[config.mk]
export PLATFORM = sky130hd
export DESIGN_NAME = ucode_bus_seq
export DESIGN_NICKNAME = d
export VERILOG_FILES = /design/src/rtl/ucseq_pkg.sv /design/src/rtl/ucseq_store.sv /design/src/rtl/ucseq_arb.sv /design/src/rtl/ucseq_wsync.sv /design/src/rtl/ucode_bus_seq.sv
export SDC_FILE = /design/constraint.sdc
export NUM_CORES = 1
export LEC_CHECK = 0
export BUFFER_PORTS_ARGS = -buffer_cell sky130_fd_sc_hd__buf_4
export CAP_MARGIN = 20
export CORE_UTILIZATION = 38
export CTS_BUF_LIST = sky130_fd_sc_hd__clkbuf_4
export CTS_CLUSTER_SIZE = 24
export DETAILED_ROUTE_END_ITERATION = 10
export PLACE_DENSITY = 0.53
export SLEW_MARGIN = 20
export SYNTH_ARGS = -nofsm -noshare
export SYNTH_HDL_FRONTEND = slang
export SYNTH_HIERARCHICAL = 1
export SYNTH_SLANG_ARGS = --single-unit
[constraint.sdc]
create_clock -name clk -period 6.5 [get_ports clk]
set_input_delay 1.3 -clock clk [delete_from_list [all_inputs] [get_ports clk]]
set_output_delay 1.3 -clock clk [all_outputs]
set_load 0.05 [all_outputs]
[src/rtl/ucseq_pkg.sv]
package ucseq_pkg;
    localparam int UW_W = 32;

    typedef enum logic [1:0] {
        SRC_MEM = 2'd0,
        SRC_TMR = 2'd1,
        SRC_EXC = 2'd2,
        SRC_RUN = 2'd3
    } src_e;

    typedef enum logic {
        ST_IDLE = 1'b0,
        ST_RUN  = 1'b1
    } st_e;

    typedef struct packed {
        logic [3:0]  cs;
        logic [3:0]  bs;
        logic [3:0]  gpo;
        logic [17:0] rsv;
        logic        wen;
        logic        last;
    } uword_t;

    // grant order, lowest priority first; later entries override earlier ones
    localparam src_e PRIO_LOW_FIRST [4] = '{SRC_MEM, SRC_TMR, SRC_RUN, SRC_EXC};

    function automatic logic [5:0] reset_start(input int src);
        return 6'(src * 16);
    endfunction

    function automatic logic phase_bit(input logic [3:0] ph, input logic [1:0] q);
        return ph[2'd3 - q];
    endfunction
endpackage

[src/rtl/ucseq_store.sv]
module ucseq_store #(
    parameter int IDX_W = 6,
    parameter int DAT_W = 32
) (
    input  logic             clk,
    input  logic             rst,
    input  logic             we,
    input  logic [IDX_W-1:0] waddr,
    input  logic [DAT_W-1:0] wdata,
    input  logic [IDX_W-1:0] raddr,
    output logic [DAT_W-1:0] rdata
);
    localparam int DEPTH = 1 << IDX_W;

    logic [DAT_W-1:0] mem [DEPTH];

    always_ff @(posedge clk) begin
        if (rst) begin
            for (int i = 0; i < DEPTH; i++) mem[i] <= '0;
        end else if (we) begin
            mem[waddr] <= wdata;
        end
    end

    assign rdata = mem[raddr];
endmodule

[src/rtl/ucseq_arb.sv]
module ucseq_arb
    import ucseq_pkg::*;
#(
    parameter int IDX_W = 6,
    parameter int NSRC  = 4
) (
    input  logic             clk,
    input  logic             rst,
    input  logic [NSRC-1:0]  req,
    input  logic             cfg_we,
    input  logic [1:0]       cfg_src,
    input  logic [IDX_W-1:0] cfg_idx,
    output logic             any,
    output src_e             win,
    output logic [IDX_W-1:0] win_idx
);
    logic [IDX_W-1:0] start_tbl [NSRC];

    generate
        for (genvar s = 0; s < NSRC; s++) begin : g_tbl
            always_ff @(posedge clk) begin
                if (rst)
                    start_tbl[s] <= IDX_W'(reset_start(s));
                else if (cfg_we && cfg_src == 2'(s))
                    start_tbl[s] <= cfg_idx;
            end
        end
    endgenerate

    always_comb begin
        any = |req;
        win = SRC_MEM;
        for (int p = 0; p < NSRC; p++) begin
            if (req[PRIO_LOW_FIRST[p]]) win = PRIO_LOW_FIRST[p];
        end
        win_idx = start_tbl[win];
    end
endmodule

[src/rtl/ucseq_wsync.sv]
module ucseq_wsync #(
    parameter int STAGES = 2
) (
    input  logic clk,
    input  logic rst,
    input  logic d,
    output logic q
);
    logic [STAGES-1:0] sr;

    always_ff @(posedge clk) begin
        if (rst) sr <= '0;
        else     sr <= {sr[STAGES-2:0], d};
    end

    assign q = sr[STAGES-1];
endmodule

[src/rtl/ucode_bus_seq.sv]
module ucode_bus_seq
    import ucseq_pkg::*;
#(
    parameter int IDX_W       = 6,
    parameter int SYNC_STAGES = 2
) (
    input  logic             clk,
    input  logic             rst,
    input  logic             req_mem,
    input  logic             req_tmr,
    input  logic             req_exc,
    input  logic             req_run,
    input  logic             cfg_we,
    input  logic [1:0]       cfg_src,
    input  logic [IDX_W-1:0] cfg_idx,
    input  logic             uc_we,
    input  logic [IDX_W-1:0] uc_addr,
    input  logic [31:0]      uc_wdata,
    input  logic             wait_in,
    input  logic [1:0]       qsel,
    output logic             busy,
    output logic [1:0]       active_src,
    output logic [IDX_W-1:0] seq_idx,
    output logic [3:0]       cs_ph,
    output logic [3:0]       bs_ph,
    output logic [3:0]       gpo,
    output logic             cs_line,
    output logic             bs_line,
    output logic             done,
    output logic             wr_err
);
    localparam int NSRC = 4;

    st_e              state;
    src_e             src_q;
    logic [IDX_W-1:0] idx_q;
    logic [UW_W-1:0]  rdata;
    uword_t           word;
    logic             any_req;
    src_e             win;
    logic [IDX_W-1:0] win_idx;
    logic             wait_s;
    logic             hold;
    logic [NSRC-1:0]  req_vec;

    assign req_vec = {req_run, req_exc, req_tmr, req_mem};

    ucseq_store #(.IDX_W(IDX_W), .DAT_W(UW_W)) u_store (
        .clk   (clk),
        .rst   (rst),
        .we    (uc_we && state == ST_IDLE),
        .waddr (uc_addr),
        .wdata (uc_wdata),
        .raddr (idx_q),
        .rdata (rdata)
    );

    ucseq_arb #(.IDX_W(IDX_W), .NSRC(NSRC)) u_arb (
        .clk     (clk),
        .rst     (rst),
        .req     (req_vec),
        .cfg_we  (cfg_we),
        .cfg_src (cfg_src),
        .cfg_idx (cfg_idx),
        .any     (any_req),
        .win     (win),
        .win_idx (win_idx)
    );

    ucseq_wsync #(.STAGES(SYNC_STAGES)) u_wsync (
        .clk (clk),
        .rst (rst),
        .d   (wait_in),
        .q   (wait_s)
    );

    assign word = uword_t'(rdata);
    assign hold = word.wen && wait_s;

    always_ff @(posedge clk) begin
        if (rst) begin
            state  <= ST_IDLE;
            src_q  <= SRC_MEM;
            idx_q  <= '0;
            done   <= 1'b0;
            wr_err <= 1'b0;
        end else begin
            done <= 1'b0;
            if (uc_we && state == ST_RUN) wr_err <= 1'b1;
            unique case (state)
                ST_IDLE: begin
                    if (any_req) begin
                        state <= ST_RUN;
                        src_q <= win;
                        idx_q <= win_idx;
                    end
                end
                ST_RUN: begin
                    if (!hold) begin
                        if (word.last) begin
                            state <= ST_IDLE;
                            done  <= 1'b1;
                        end else begin
                            idx_q <= idx_q + 1'b1;
                        end
                    end
                end
                default: state <= ST_IDLE;
            endcase
        end
    end

    assign busy       = (state == ST_RUN);
    assign active_src = src_q;
    assign seq_idx    = idx_q;
    assign cs_ph      = busy ? word.cs  : 4'hF;
    assign bs_ph      = busy ? word.bs  : 4'hF;
    assign gpo        = busy ? word.gpo : 4'h0;
    assign cs_line    = phase_bit(cs_ph, qsel);
    assign bs_line    = phase_bit(bs_ph, qsel);
endmodule

== Word level (Yosys, flattened, before mapping) ==
Memories as Yosys holds them, arrays and structs flattened. A register that Yosys moved wholly into a read port is not among the register bits.
Cells that the tools add are included.

* Logic and storage cells: 80
* Flip-flop bits (word level): 13
* RAM bits: 2072
* Memories: 2
* Output and inout port bits: 25
* Input bits: 57

{| class="wikitable"
|+ Memory list
! name !! words !! width !! rd ports !! clocked after memory_dff !! wr ports !! line !! text
|-
| u_store.mem || 64 || 32 || 1 || 1 || 64 || ucseq_store.sv:15 || <nowiki>logic [DAT_W-1:0] mem [DEPTH];</nowiki>
|-
| u_arb.start_tbl || 4 || 6 || 1 || 0 || 4 || ucseq_arb.sv:17 || <nowiki>logic [IDX_W-1:0] start_tbl [NSRC];</nowiki>
|}

* Bitwise operators: 5
* Equal/unequal tests: 6
* Add/subtract/negate cells: 2
* Order comparisons: 1
* Mux-type cells: 45
* Reduce and logical (&&, ||, !) cells: 13

{| class="wikitable"
|+ Operators by type and width
! cell !! number
|-
| $mux W6 || 10
|-
| $mux W32 || 1
|-
| $reduce_or A32 Y1 || 1
|-
| $mux W1 || 25
|-
| $mux W4 || 3
|-
| $pmux W6 S2 || 1
|-
| $logic_and A1 B1 Y1 || 7
|-
| $add A6 B1 Y6 const B || 1
|-
| $ne A2 B2 Y1 const B || 3
|-
| $bmux W1 S2 || 2
|-
| $eq A2 B2 Y1 const B || 2
|-
| $mux W2 || 2
|-
| $or A1 B1 Y1 || 4
|-
| $reduce_or A4 Y1 || 1
|-
| $lt A2 B3 Y1 const B || 1
|-
| $reduce_and A3 Y1 || 1
|-
| $reduce_or A3 Y1 || 1
|-
| $eq A2 B1 Y1 const B || 1
|-
| $logic_not A2 Y1 || 1
|-
| $pmux W1 S2 || 1
|-
| $reduce_and A2 Y1 || 1
|-
| $sub A2 B2 Y2 const A || 1
|-
| $not A1 Y1 || 1
|}

== Longest topological paths before layout ==
An unclocked memory read counts as a cell.

* Depth in word-level cells: 8
* Mapped depth: 14
* Gate-level depth less buffers: 9

== By module ==
Netlist, hierarchy kept.

{| class="wikitable"
|+ Modules (own cells, without submodules)
! module !! cells each !! area an instance (um2) !! seq. area each (um2) !! times used
|-
| ucseq_store || 5851 || 92289.8 || 61499.0 || 1
|-
| ucseq_arb || 91 || 1207.4 || 720.7 || 1
|-
| ucode_bus_seq || 81 || 690.7 || 220.2 || 1
|-
| ucseq_wsync || 4 || 52.6 || 40.0 || 1
|}

== Least setup slack after synthesis ==
OpenSTA, ideal clock, no wires.

* Kind: reg-to-output
* Start: reg seq_idx[0] (netlist name)
* End: out bs_line
* Data required time: 5.200 ns
* Cell stages (with the launch flop): 9
* Path slack: 1.542 ns
* Arrival time: 3.658 ns
* Path buffers: 2
* Cells stage by stage: dfxtp_1 -> buf_6 -> buf_2 -> mux4_2 -> a221oi_1 -> nor3_1 -> or4_1 -> nand2b_1 -> mux4_2

{| class="wikitable"
|+ RTL lines
! element !! line !! text
|-
| end, declared || ucode_bus_seq.sv:28 || <nowiki>output logic bs_line,</nowiki>
|}

==> metrics <==
Post-CTS Setup Inserts 0; critical path startpoint category flop; worst-path cell chain buf_4 -> buf_4 -> mux4_2 -> a211oi_1 -> nor3_1 -> o22a_1 -> or2b_1 -> mux4_2 -> buf_4; Crit path max-delay family multiplexers; Worst Min Path Start wait_in; WP depth 9; Starting Density between 30% and 40%; power per cell area ~300 nW/um2; Buf+Inv Stages, Crit Path 3; final wirelength between 100,000 and 150,000 um; core area ~110,000 um2; dpl ws 1.37 ns; Slowest-stage cell, CP dfxtp_4; CP max stage delay 0.59 ns; worst r2r src seq_idx[0]$_SDFFE_PP0P_; R2R setup slack ~2.4 ns; met1 WL 51,300 um; Post-route DRC 0; DR pass1 iterations 5; IO Pins 82; met2 wire len 58,200 um; crit end category primary output; Slew Limit Fails 0; Synth Instances about 3.1k; worst hold-check path type in2reg; Critical Path RT approximately 5.2 ns; Syn Area/Cell about 14 um2; post-DP HPWL between 70,000 and 80,000 um; vias in the first global route 25.7k; CTS Hold Bufs 0; clock sinks a little over 900; Final Skew slightly below 0.07 ns; Longest Clk Path Bufs 4; Final ANT Viol Nets 0; Chip Height about 340 um; Tcrit/Tclk final roughly 95%; max-cap violations 0; CTS root buffer clkbuf_4; num rows about 120; syn_nets between 3k and 4k; CTS H-tree depth 5; Setup Total Neg Slack 0 ns; Max FO, Critical Path 16; Tot Pwr between 10 and 15 mW; Final Instance Area about 48,000 um2; Setup crit end cs_line; WP data arrival 4.87 ns; DP Area about 45,000 um2; outcome complete, no violations; share of layout cells above drive strength 1 roughly 28%; first-pass GRT wire length roughly 180,000 um; critical path startpoint seq_idx[0]$_SDFFE_PP0P_; Peak VDD IR 0.152 mV; Max Used Layer met5; Setup WS post-layout about 0.33 ns; Netlist Area Pre-Place ~44,000 um2; Port Buffer Count 63; cells on worst reg2reg path 10; min Tclk post-route 6.17 ns; pin count of the biggest net entering global routing 87; DR vias/cell roughly 5.4; drt wl/cell ~26 um; clock latency on the worst-skew pair 1.16 ns; RSZ-0062 raised after global routing no; Slew headroom 24.2%; worst setup path category reg2out; via count approximately 25k; Num CTS Buffers approximately 280; CTS tree built; 1st-iter DRT viols between 2k and 2.5k; Die Area 117,000 um2; CTS clk-pin slew, worst paths around 0.060 ns; cts repair resizes 0; Ys Warns 6; maximum clock rate between 150 and 200 MHz; Tot GR Track Use roughly a fifth; slew of the pin with the lowest slew margin ~1.1 ns; Area Overhead vs Synth 9.93%; antenna violations before repair 8; gr ovfl total 0; Leak 17.5 nW; layout net count 3,075; DR WL met3 10,500 um; Finish-stage setup viols 0; RePlAce Congestion 0.865; reg2reg end seq_idx[0]$_SDFFE_PP0P_; final hold viol count 0; Crit path top cell by count buf_4; Die W around 340 um
-- routing by layer --
| layer | vias to the layer above | global-route usage [%] |
|---|---|---|
| met4 | 4 | 6.79 |
| met1 | 13000 | 28.4 |
| li1 | 11000 | - |
| met5 | - | 0 |
| met3 | 164 | 5.62 |
| met2 | 1057 | 33.2 |
-- power breakdown --
group          leakage [nW]  internal [mW]  total (mW)  switching, mW
sequential             9.59           6.82        6.96          0.141
clock                  1.95           2.83        5.25           2.41
combinational          5.96          0.919        2.44           1.52
-- area by class of cell --
cell class / instances / area (um2)
Tap cell: 1512 / 1890
Timing Repair Buffer: 161 / 1310
Fill cell: 10400 / 66100
Clock inverter: 49 / 243
Inverter: 7 / 26.3
Antenna cell: 7 / 17.5
Multi-Input combinational cell: 1638 / 13900
Sequential cell: 933 / 27900
Clock buffer: 394 / 2960
-- registers in the layout, indices dropped and copies added, names as in the netlist --
signal,flops
wr_err,1
busy,1
u_wsync/sr,2
seq_idx,6
active_src,2
u_store/mem,896
u_arb/start_tbl,24
done,1
-- worst min-delay path by stage --
stage | slack (ns) | cells past startpoint | to
finish | 0.43 | 2 | u_wsync/sr[0]$_SDFF_PP0_
global route | 0.33 | 2 | u_wsync/sr[0]$_SDFF_PP0_
CTS | 0.30 | 2 | u_wsync/sr[0]$_SDFF_PP0_
detailed placement | 0.43 | 1 | u_wsync/sr[1]$_SDFF_PP0_
global placement | 0.45 | 1 | u_wsync/sr[1]$_SDFF_PP0_
floorplan | 0.41 | 1 | u_wsync/sr[1]$_SDFF_PP0_
-- layout by cell type, fill, tap and decap left out, drive strengths merged, types with 17 or more instances in the layout --
cell type    n
nand2       28
o22ai       60
clkinv      40
clkbuf     394
a211oi      17
nor2        96
nand2b      22
edfxtp     920
nor3        22
mux4       229
and2       923
or2         69
nor2b       30
buf        161
-- per-stage QoR --
stage,instances,hold slack [ns],util [%]
after floorplan,3059,0.414,-
after CTS,4693,0.302,42.1
after global routing,4697,0.332,42.1
after detailed placement,4250,0.430,39.3
after global placement,4250,0.448,39.3
final,4701,0.428,42.2
Power figures use the tool's default switching activity.
